File: config.mk
export PLATFORM = sky130hd
export DESIGN_NAME = fsk_pulse_gen
export DESIGN_NICKNAME = d
export VERILOG_FILES = /design/src/rtl/fsk_pkg.sv /design/src/rtl/fsk_gate_sync.sv /design/src/rtl/fsk_count_bank.sv /design/src/rtl/fsk_phase_ctrl.sv /design/src/rtl/fsk_pulse_gen.sv
export SDC_FILE = /design/constraint.sdc
export NUM_CORES = 1
export LEC_CHECK = 0
export ABC_AREA = 1
export BUFFER_PORTS_ARGS = -buffer_cell sky130_fd_sc_hd__buf_4
export CORE_MARGIN = 2
export CORE_UTILIZATION = 45
export DETAILED_ROUTE_END_ITERATION = 12
export PLACE_DENSITY = 0.64
export SLEW_MARGIN = 30
export SYNTH_ARGS = -nofsm -noshare
export SYNTH_HDL_FRONTEND = slang
export SYNTH_SLANG_ARGS = --single-unit
File: constraint.sdc
create_clock -name clk -period 2.18 [get_ports clk]
set_input_delay 0.436 -clock clk [delete_from_list [all_inputs] [get_ports clk]]
set_output_delay 0.436 -clock clk [all_outputs]
set_load 0.05 [all_outputs]
File: src/rtl/fsk_pkg.sv
package fsk_pkg;
  typedef enum logic [1:0] {
    PH_IDLE  = 2'd0,
    PH_DELAY = 2'd1,
    PH_PULSE = 2'd2
  } phase_t;

  localparam int unsigned NUM_SLOTS = 4;
  localparam int unsigned MIN_COUNT = 2;
endpackage

File: src/rtl/fsk_gate_sync.sv
module fsk_gate_sync #(
  parameter int unsigned STAGES = 2
) (
  input  logic clk,
  input  logic rst,
  input  logic d,
  output logic q
);
  logic [STAGES-1:0] sh;

  always_ff @(posedge clk) begin
    if (rst) sh <= '0;
    else     sh <= {sh[STAGES-2:0], d};
  end

  assign q = sh[STAGES-1];
endmodule

File: src/rtl/fsk_count_bank.sv
module fsk_count_bank
  import fsk_pkg::*;
#(
  parameter int unsigned W      = 24,
  parameter int unsigned DEF_S0 = 5000000,
  parameter int unsigned DEF_S1 = 10000000,
  parameter int unsigned DEF_S2 = 4000000,
  parameter int unsigned DEF_S3 = 6000000
) (
  input  logic         clk,
  input  logic         rst,
  input  logic         wr_ok,
  input  logic [1:0]   wr_sel,
  input  logic [W-1:0] wr_data,
  output logic [W-1:0] slot [NUM_SLOTS]
);
  localparam logic [W-1:0] MIN_W = W'(MIN_COUNT);
  localparam logic [W-1:0] DEFS [NUM_SLOTS] =
    '{W'(DEF_S0), W'(DEF_S1), W'(DEF_S2), W'(DEF_S3)};

  logic [W-1:0] wr_val;

  // clamp short counts so every phase spans at least MIN_COUNT ticks
  always_comb wr_val = (wr_data < MIN_W) ? MIN_W : wr_data;

  for (genvar i = 0; i < NUM_SLOTS; i++) begin : g_slot
    always_ff @(posedge clk) begin
      if (rst)                                  slot[i] <= DEFS[i];
      else if (wr_ok && (wr_sel == 2'(i)))      slot[i] <= wr_val;
    end
  end
endmodule

File: src/rtl/fsk_phase_ctrl.sv
module fsk_phase_ctrl
  import fsk_pkg::*;
#(
  parameter int unsigned W = 24
) (
  input  logic         clk,
  input  logic         rst,
  input  logic         tick,
  input  logic         gate_s,
  input  logic         arm,
  input  logic [W-1:0] lo_dly,
  input  logic [W-1:0] lo_pls,
  input  logic [W-1:0] hi_dly,
  input  logic [W-1:0] hi_pls,
  output phase_t       phase,
  output logic [W-1:0] cnt,
  output logic         pulse_done
);
  logic         sel_hi;
  logic         last;
  logic [W-1:0] dly_next;
  logic [W-1:0] pls_len;

  always_comb begin
    last     = (cnt == W'(1));
    dly_next = gate_s ? hi_dly : lo_dly;
    pls_len  = sel_hi ? hi_pls : lo_pls;
  end

  assign pulse_done = (phase == PH_PULSE) && tick && last;

  always_ff @(posedge clk) begin
    if (rst) begin
      phase  <= PH_IDLE;
      cnt    <= '0;
      sel_hi <= 1'b0;
    end else begin
      unique case (phase)
        PH_IDLE: begin
          if (arm) begin
            phase  <= PH_DELAY;
            sel_hi <= gate_s;
            cnt    <= dly_next;
          end
        end
        PH_DELAY: begin
          if (tick) begin
            if (last) begin
              phase <= PH_PULSE;
              cnt   <= pls_len;
            end else begin
              cnt <= cnt - W'(1);
            end
          end
        end
        PH_PULSE: begin
          if (tick) begin
            if (last) begin
              phase  <= PH_DELAY;
              sel_hi <= gate_s;
              cnt    <= dly_next;
            end else begin
              cnt <= cnt - W'(1);
            end
          end
        end
        default: phase <= PH_IDLE;
      endcase
    end
  end
endmodule

File: src/rtl/fsk_pulse_gen.sv
module fsk_pulse_gen
  import fsk_pkg::*;
#(
  parameter int unsigned CNT_W       = 24,
  parameter int unsigned SYNC_STAGES = 2,
  parameter int unsigned DEF_LO_DLY  = 5000000,
  parameter int unsigned DEF_LO_PLS  = 10000000,
  parameter int unsigned DEF_HI_DLY  = 4000000,
  parameter int unsigned DEF_HI_PLS  = 6000000
) (
  input  logic             clk,
  input  logic             rst,
  input  logic             tick,
  input  logic             gate,
  input  logic             arm,
  input  logic             invert,
  input  logic             wr_en,
  input  logic [1:0]       wr_sel,
  input  logic [CNT_W-1:0] wr_data,
  output logic             pulse_out,
  output logic             tc
);
  logic             gate_s;
  logic [CNT_W-1:0] slot_w [NUM_SLOTS];
  phase_t           phase_w;
  logic [CNT_W-1:0] cnt_w;
  logic             done_w;
  logic             wr_ok;

  assign wr_ok = wr_en && (phase_w == PH_IDLE);

  fsk_gate_sync #(.STAGES(SYNC_STAGES)) sync_i (
    .clk(clk), .rst(rst), .d(gate), .q(gate_s)
  );

  fsk_count_bank #(
    .W(CNT_W), .DEF_S0(DEF_LO_DLY), .DEF_S1(DEF_LO_PLS),
    .DEF_S2(DEF_HI_DLY), .DEF_S3(DEF_HI_PLS)
  ) bank_i (
    .clk(clk), .rst(rst), .wr_ok(wr_ok), .wr_sel(wr_sel),
    .wr_data(wr_data), .slot(slot_w)
  );

  fsk_phase_ctrl #(.W(CNT_W)) ctrl_i (
    .clk(clk), .rst(rst), .tick(tick), .gate_s(gate_s), .arm(arm),
    .lo_dly(slot_w[0]), .lo_pls(slot_w[1]),
    .hi_dly(slot_w[2]), .hi_pls(slot_w[3]),
    .phase(phase_w), .cnt(cnt_w), .pulse_done(done_w)
  );

  always_ff @(posedge clk) begin
    if (rst) begin
      pulse_out <= 1'b0;
      tc        <= 1'b0;
    end else begin
      pulse_out <= (phase_w == PH_PULSE) ^ invert;
      tc        <= done_w;
    end
  end
endmodule

# Word-level counts from Yosys, hierarchy flattened
# Index checks and enable logic that the tools add are counted.
[word_totals]
register_bits = 127
inputBits = 33
out_inout_bits = 2
word_cells = 57
[op_classes]
addsub = 1
magnitude_cmp = 1
eq_ne = 11
n_mux = 19
bitwise_logic = 1
reduce_logical = 14
[op_table]
columns = ["cell", "n"]
rows = [
  ["24-bit 2-to-1 mux", 8],
  ["24-bit one-hot mux with 3 select lines", 1],
  ["24-bit by 1-bit equality test with 1-bit output, second input constant", 1],
  ["24-bit by 2-bit less-than comparator with 1-bit output, second input constant", 1],
  ["24-bit by 1-bit subtractor with 24-bit output, second input constant", 1],
  ["2-bit 2-to-1 mux", 5],
  ["4-bit AND reduction", 2],
  ["1-bit logical AND", 7],
  ["2-bit equality test, second input constant", 3],
  ["2-bit inequality test, second input constant", 3],
  ["2-bit one-hot mux with 3 select lines", 1],
  ["5-bit AND reduction", 1],
  ["2-bit by 1-bit equality test with 1-bit output, second input constant", 2],
  ["2-bit logical NOT", 2],
  ["2-bit by 1-bit inequality test with 1-bit output, second input constant", 2],
  ["1-bit 2-to-1 mux", 3],
  ["3-bit nonzero test", 1],
  ["1-bit one-hot mux with 2 select lines", 1],
  ["2-bit nonzero test", 1],
  ["1-bit XOR", 1],
]

# Logic depth before layout (Yosys ltp)
# Gate-level depths: netlist of run 1.
[depth]
word_depth = 4
depth_mapped = 12
depth_no_buf = 11

# Modules after synthesis
# A second synthesis of run 1 with hierarchy kept.
[hier_totals]
cells_unflattened = 886
hier_area_um2 = 6293.5
[modules_own_cells]
columns = ["mod", "n_inst", "cells_per_inst", "area_per_inst_um2", "seq_area_each_um2"]
rows = [
  ["fsk_count_bank", 1, 396, 3320.7, 1921.8],
  ["fsk_phase_ctrl", 1, 472, 2837.7, 540.5],
  ["fsk_pulse_gen", 1, 12, 80.1, 40.0],
  ["fsk_gate_sync", 1, 6, 55.1, 40.0],
]

# Least setup slack after synthesis of run 1
# Ideal clock, no wire load.
[synth_timing]
path_type = "register to register"
from = "register ctrl_i.phase[0]"
to = "register ctrl_i.cnt[4]"
setup_time_ps = 122
t_arrival_ps = 1593
required_time_ps = 2058
path_slack_ps = 465
stages_incl_launch_ff = 13
n_path_buf = 2
period_less_slack_ps = 1715
cell_sequence = "dfxtp_1 -> inv_1 -> ha_1 -> buf_4 -> inv_2 -> o22ai_1 -> inv_1 -> o21ai_2 -> nor2_4 -> inv_2 -> buf_4 -> a21oi_1 -> a21oi_1"
[synth_between]
elab_chain_len = 3
word_cells_on_any_way = 9
cone_classes = "eq/ne (5); mux (1); reduce/logical (3)"
[synth_rtl]
columns = ["item", "line", "text"]
rows = [
  ["start: declaration", "fsk_phase_ctrl.sv:15", "output phase_t phase,"],
  ["start signal: assignment", "fsk_phase_ctrl.sv:34", "phase <= PH_IDLE;"],
  ["start signal: assignment", "fsk_phase_ctrl.sv:41", "phase <= PH_DELAY;"],
  ["start signal: assignment", "fsk_phase_ctrl.sv:49", "phase <= PH_PULSE;"],
  ["2-bit by 1-bit equality test with 1-bit output (tied with other cells)", "fsk_phase_ctrl.sv:38", "unique case (phase)"],
  ["2-bit inequality test (no line) / 3-bit nonzero test (equally long branches)", "n/a", ""],
  ["4-bit AND reduction (no line)", "n/a", ""],
  ["end signal: assignment", "fsk_phase_ctrl.sv:43", "cnt <= dly_next;"],
  ["end signal: assignment", "fsk_phase_ctrl.sv:50", "cnt <= pls_len;"],
  ["end signal: assignment", "fsk_phase_ctrl.sv:52", "cnt <= cnt - W'(1);"],
  ["end: declaration", "fsk_phase_ctrl.sv:16", "output logic [W-1:0] cnt,"],
]
# Several ways; a longest one is shown, not always the timed one.
# A chain may end at the register's enable or synchronous reset.

# Final worst setup path of run 1
[layout_timing]
from = "register ctrl_i.phase[1]"
to = "register bank_i.slot[52] (netlist name)"
[layout_between]
elab_chain_len = 3
[layout_rtl]
columns = ["item", "line", "text"]
rows = [
  ["2-bit logical NOT", "fsk_pulse_gen.sv:30", "assign wr_ok = wr_en && (phase_w == PH_IDLE);"],
  ["1-bit logical AND", "fsk_pulse_gen.sv:30", ""],
  ["1-bit logical AND", "fsk_count_bank.sv:29", "else if (wr_ok && (wr_sel == 2'(i))) slot[i] <= wr_val;"],
  ["end signal: indexed assignment", "fsk_count_bank.sv:28", "if (rst) slot[i] <= DEFS[i];"],
  ["end signal: indexed assignment", "fsk_count_bank.sv:29", ""],
  ["end: declaration", "fsk_count_bank.sv:15", "output logic [W-1:0] slot [NUM_SLOTS]"],
]
# Every way passes these cells.

==> results of run 1 <==
==> metal layers <==
| metal | global-route usage [%] | up-vias |
|---|---|---|
| met5 | 0 | - |
| met4 | 7.61 | 0 |
| met3 | 5.81 | 22 |
| met2 | 36.5 | 170 |
| met1 | 34.7 | 2674 |
| li1 | - | 2807 |
==> cells in the final DEF, fill, tap and decap left out, types with 18 or more instances in the layout <==
cell     Yosys  routed
a21oi_2     20      20
nor2_1      67      67
dfxtp_1    127     127
buf_4        5      47
mux2i_1     18      18
inv_1       59      58
a21oi_1    108     108
nand2_1     80      80
o21ai_0    129     129
nand3_1     36      36
==> path summary, 6_finish.rpt <==
path / endpoint / slack, ps / depth (start not counted)
setup reg to reg: bank_i.slot[52]$_SDFFE_PP0P_ / 330 / 9
hold reg to reg: sync_i.sh[1]$_SDFF_PP0_ / 410 / 2
setup / recovery: bank_i.slot[52]$_SDFFE_PP0P_ / 330 / 9
hold / removal: sync_i.sh[0]$_SDFF_PP0_ / 220 / 3
==> worst max-delay path: stages (launching register included) <==
cell	delay, ps
dfxtp_1	390
inv_1	90
ha_1	210
nand2_1	170
inv_1	80
nand2_1	90
inv_1	220
buf_12	240
o21ai_0	190
a21oi_1	60
==> sequential cells by signal, summed over array words and instances (netlist names) <==
name           count
ctrl_i.cnt        24
ctrl_i.sel_hi      1
bank_i.slot       96
pulse_out          1
sync_i.sh          2
tc                 1
ctrl_i.phase       2
==> stage by stage <==
stage / hold WS [ps] / util (%) / cell area [um^2] / cells / total power, mW
2_1_floorplan: 388 / - / 6220 / 807 / 5.89
3_3_place_gp: 403 / 50.0 / 6670 / 985 / 6.71
3_5_place_dp: 407 / 50.0 / 6670 / 985 / 6.77
4_1_cts: 213 / 54.4 / 7260 / 1017 / 9.60
5_1_grt: 232 / 54.4 / 7260 / 1017 / 10.2
6_report: 219 / 54.4 / 7260 / 1017 / 9.60
==> where the power goes <==
group	leakage, nW	switching (mW)	total, mW	internal (mW)
logic	1.63	2.36	3.68	1.31
clock network	0.280	1.11	2.80	1.69
registers	1.04	0.387	3.12	2.73
total	2.95	3.86	9.60	5.74
==> cells by family after synthesis <==
logic type	synth area share, %
adder cells (fa/ha/maj)	1.21
AO/OA/AOI/OAI	24.8
flip-flops	40.9
multiplexers	5.98
buffers and inverters	7.69
XOR/XNOR	2.11
AND/OR/NAND/NOR	17.4
==> area by class of cell <==
type	count	area (um^2)
Clock buffer	17	425
Clock inverter	15	163
Fill cell	1266	6090
Inverter	65	244
Multi-Input combinational cell	565	3210
Sequential cell	127	2540
Tap cell	176	220
Timing Repair Buffer	52	453
==> results_dict.tcl, run 1 <==
set metrics [dict create \
    post_cts_buffers 0 \
    ctsResizeCount 0 \
    critical_path.startpoint "ctrl_i.phase[1]$_SDFFE_PP0P_" \
    wl_met1_mm 7.98 \
    syn_nets 846 \
    synth.avg_cell_area_um2 7.71 \
    worst_pin_slew_ps 601 \
    drive_above_1_share_pct 18.5 \
    rows 42 \
    grt_usage_pct 24.3 \
    setup_viol 0 \
    core_mm2 0.0133 \
    fmax_mhz 541 \
    ios 35 \
    viasPerCell 5.58 \
    critical_path_peak_fanout 19 \
    area_delta_synth_final_pct 16.7 \
    routed.top_layer "met4" \
    grt_pass1_vias 5207 \
    cts_tree "built" \
    period_share_pct 84.8 \
    finalCriticalPeriod_ps 1850 \
    status "completed" \
    drc_errors 0 \
    finalClockSkew_ps 9.03 \
    overflow 0 \
    slew_violations 0 \
    vias 5673 \
    clkSinkCount 127 \
    synthArstFlopShare_pct 0 \
    hold_viol_final 0 \
    grt_max_degree 37 \
    arrival_ps 2160 \
    rsz0062_at_grt "no" \
    p_leak_nw 2.95 \
    insertion_delay_ps 420 \
    yosys_warnings 0 \
    worst_slack_ps 331 \
    die_w_um 122 \
    h-tree-depth 4 \
    synth_top_area_share_pct 40.9 \
    start_util_pct 46.6 \
    pre_cts_slack_ps 377 \
    dieArea_mm2 0.0148 \
    yosysSeqAreaShare_pct 40.9 \
    cellPowerDensity_mw_per_mm2 1320 \
    synth-edff-count 0 \
    required_ps 2490 \
    wl_mm 17.1 \
    antenna_found_initial 0 \
    wl_met2_mm 7.76 \
    ys_types 34 \
    yosysTopAreaCell "dfxtp_1" \
    die_y_um 122 \
    cts_buffers 17 \
    hp-class "in2reg" \
    ys_ff_latch 127 \
    slew_headroom_pct 59.9 \
    syn_area_mm2 0.00622 \
    setup_tns_ps 0 \
    r2r-start "ctrl_i.phase[1]$_SDFFE_PP0P_" \
    synth_most_common_cell "o21ai_0" \
    n_antenna_cell 0 \
    cts_root_buf "clkbuf_16" \
    portBuffers 34 \
    ys.flop_type "dfxtp_1" \
    cts_buffer_depth 2 \
    synth_top_cells_by_count "o21ai_0 (129), dfxtp_1 (127), a21oi_1 (108)" \
    netlist_top_cells_area "dfxtp_1 (41%), o21ai_0 (10%), a21oi_1 (8.7%), nand2_1 (4.8%), nor2_1 (4.0%)" \
    worst_setup_path_end_kind "flop" \
    gp_congestion 0.911 \
    dp_hpwl_mm 12.0 \
    setup.worst_path.class "reg2reg" \
    synthCells 807 \
    ant_nets 0 \
    grt_pass1_wl_mm 27.6 \
    ir_worst_vdd_uv 609 \
    hp-start "gate" \
    nNetsFinal 867 \
    hold_buffers 0 \
    clk_pin_slew_worst_paths_ps 60 \
    crit_path_start_kind "flop" \
    dr.pass1.iters 5 \
    wl_per_cell_um 16.8 \
    wl_met3_mm 1.07 \
    drv_cap 0 \
    drtIter0Drc 617 \
]
Note: power is estimated with default switching activity, not from simulation.
==> run 2: changes to the inputs <==
--- a/config.mk
+++ b/config.mk
@@ -10,7 +10,7 @@
 export CORE_MARGIN = 2
 export CORE_UTILIZATION = 45
 export DETAILED_ROUTE_END_ITERATION = 12
-export PLACE_DENSITY = 0.64
+export PLACE_DENSITY = 0.66
 export SLEW_MARGIN = 30
 export SYNTH_ARGS = -nofsm -noshare
 export SYNTH_HDL_FRONTEND = slang
==> constraint.sdc (replaced) <==
create_clock -name clk -period 1.5 [get_ports clk]
set_input_delay 0.3 -clock clk [delete_from_list [all_inputs] [get_ports clk]]
set_output_delay 0.3 -clock clk [all_outputs]
set_load 0.05 [all_outputs]
==> run 2 against run 1 <==
  * The run now ends with negative setup slack left
  * Sequential share of layout area is 6.8 points lower
  * Combinational power grew to 2.9 times the previous value
  * First-iteration DRC count is 7.9% higher
  * Non-clock buffer count is 127 higher
  * Core utilization is 14 points higher
  * Worst hold slack worse by 130 ps
  * Clock power is 52% higher
  * Routed wire length is 29% higher
  * Die area stayed put
  * Global-route usage is 3.3 points higher
==> results_dict.tcl, run 2 (synthesis results as in run 1) <==
set metrics [dict create \
    fin_cells 1146 \
    area_delta_synth_final_pct 46.1 \
    p_leak_nw 3.82 \
    worst_pin_slew_ps 416 \
    wl_mm 22.0 \
    insertion_delay_ps 420 \
    vias 6611 \
    worst_setup_path_end_kind "flop" \
    nNetsFinal 996 \
    cts_tree "built" \
    finalCriticalPeriod_ps 1820 \
    antenna_found_initial 0 \
    die_y_um 122 \
    hp-class "in2reg" \
    status "complete, but fails checks" \
    ir_worst_vdd_uv 929 \
    rows 42 \
    final_cell_mix "buf_4 (150), dfxtp_1 (114), o21ai_0 (98)" \
    slew_headroom_pct 71.4 \
    top_regs "bank_i.slot (96), ctrl_i.cnt (24)" \
    dp_hpwl_mm 12.8 \
    clk_pin_slew_worst_paths_ps 60 \
    start_util_pct 46.6 \
    clkSinkCount 127 \
    rsz0062_at_grt "yes" \
    fill_cells 993 \
    finalClockSkew_ps 6.57 \
    drc_errors 0 \
    overflow 0 \
    die_w_um 122 \
    n_antenna_cell 0 \
    setup.worst_path.class "reg2reg" \
    grt_max_degree 63 \
    period_share_pct 121 \
    gp_congestion 0.892 \
    hold_ws_ps 89.7 \
    wl_per_cell_um 19.2 \
    slew_violations 0 \
    final_common_cell "buf_4" \
    top_register "bank_i.slot" \
    setup_tns_ps -4680 \
    cts_buffers 17 \
    required_ps 1790 \
    grt_usage_pct 27.6 \
    largest_reg_flops 96 \
    cts_root_buf "clkbuf_16" \
    portBuffers 34 \
    ios 35 \
    ant_nets 0 \
    arrival_ps 2110 \
    setup_viol 27 \
    drtIter0Drc 666 \
    fmax_mhz 550 \
    cts_buffer_depth 2 \
    dpl.cell_count 1079 \
    dr.pass1.iters 5 \
    critical_path_peak_fanout 8 \
    h-tree-depth 4 \
    worst_slack_ps -318 \
    viasPerCell 5.77 \
    grt_pass1_vias 6207 \
    drv_cap 0 \
    drive_above_1_share_pct 38.8 \
    dieArea_mm2 0.0148 \
    hold_viol_final 0 \
    core_mm2 0.0133 \
    violations "negative setup slack" \
    grt_pass1_wl_mm 31.8 \
    crit_path_start_kind "flop" \
    cellPowerDensity_mw_per_mm2 2120 \
]
run 2: cell types whose count changed in the layout (fill, tap and decap cells not counted), moves of 10 or more:
| cell | change |
|---|---|
| nor2_4 | +13 |
| nor2_1 | -17 |
| dfxtp_2 | +12 |
| buf_6 | +10 |
| o21ai_1 | +28 |
| dfxtp_1 | -13 |
| o22ai_1 | -14 |
| o22ai_2 | +13 |
| buf_4 | +103 |
| o21ai_0 | -31 |
| a21oi_1 | -13 |
run 2: final timing paths:
kind	endpoint	cells past startpoint	startpoint	slack, ps
max	ctrl_i.cnt[4]$_SDFFE_PP0P_	11	ctrl_i.cnt[1]$_SDFFE_PP0P_	-320
min	sync_i.sh[0]$_SDFF_PP0_	3	gate	90
max reg2reg	ctrl_i.cnt[4]$_SDFFE_PP0P_	11	ctrl_i.cnt[1]$_SDFFE_PP0P_	-320
min reg2reg	sync_i.sh[1]$_SDFF_PP0_	2	sync_i.sh[0]$_SDFF_PP0_	410
run 2: final cells by class:
type | instances | area [um^2] | share of cell area [%]
Multi-Input combinational cell | 567 | 3770 | 41.5
Sequential cell | 127 | 2560 | 28.2
Timing Repair Buffer | 179 | 1660 | 18.3
Clock buffer | 22 | 474 | 5.22
Inverter | 65 | 267 | 2.93
Tap cell | 176 | 220 | 2.42
Clock inverter | 10 | 134 | 1.47
run 2: worst max-delay path, stage by stage (launching register included):
cell     delay, ps
dfxtp_2        330
inv_2           90
ha_4           160
nand2_4         60
nor2_4         100
buf_6          110
nand3_4        120
nand2_8        150
buf_12         150
a21oi_1         60
o21ai_1        240
a21oi_1        110
run 2: layer usage:
layer  routed length, um  GRT usage (%)  vias to the layer above  share of wire [%]
li1                    -              -                     3074                  -
met2               10300           43.0                      303                 47
met5                   0              0                        -                  0
met4                 736           10.8                        0                3.3
met3                1670           5.95                       60                7.6
met1                9290           37.5                     3174                 42
run 2: power breakdown:
part           internal [mW]  switching [mW]
registers               4.01           0.497
clock network           2.74            1.52
logic                   4.85            5.61
run 2: per-stage QoR:
stage	instance area (um^2)	utilization [%]	total power [mW]	setup WS, ps
5_1_grt	9080	68.1	20.0	-364
2_1_floorplan	6270	-	8.67	-76.1
6_report	9080	68.1	19.2	-318
4_1_cts	8680	65.0	17.5	-102
3_5_place_dp	7460	55.9	11.7	-229
3_3_place_gp	7460	55.9	11.6	-161
run 2: what timing repair did:
action | in CTS | in global routing
hold buffers | 0 | 0
gates cloned | 7 | 5
endpoints found under the setup margin | 91 | 80
pin swaps | 24 | 16
resized for setup | 107 | 72
buffers inserted | 15 | 9
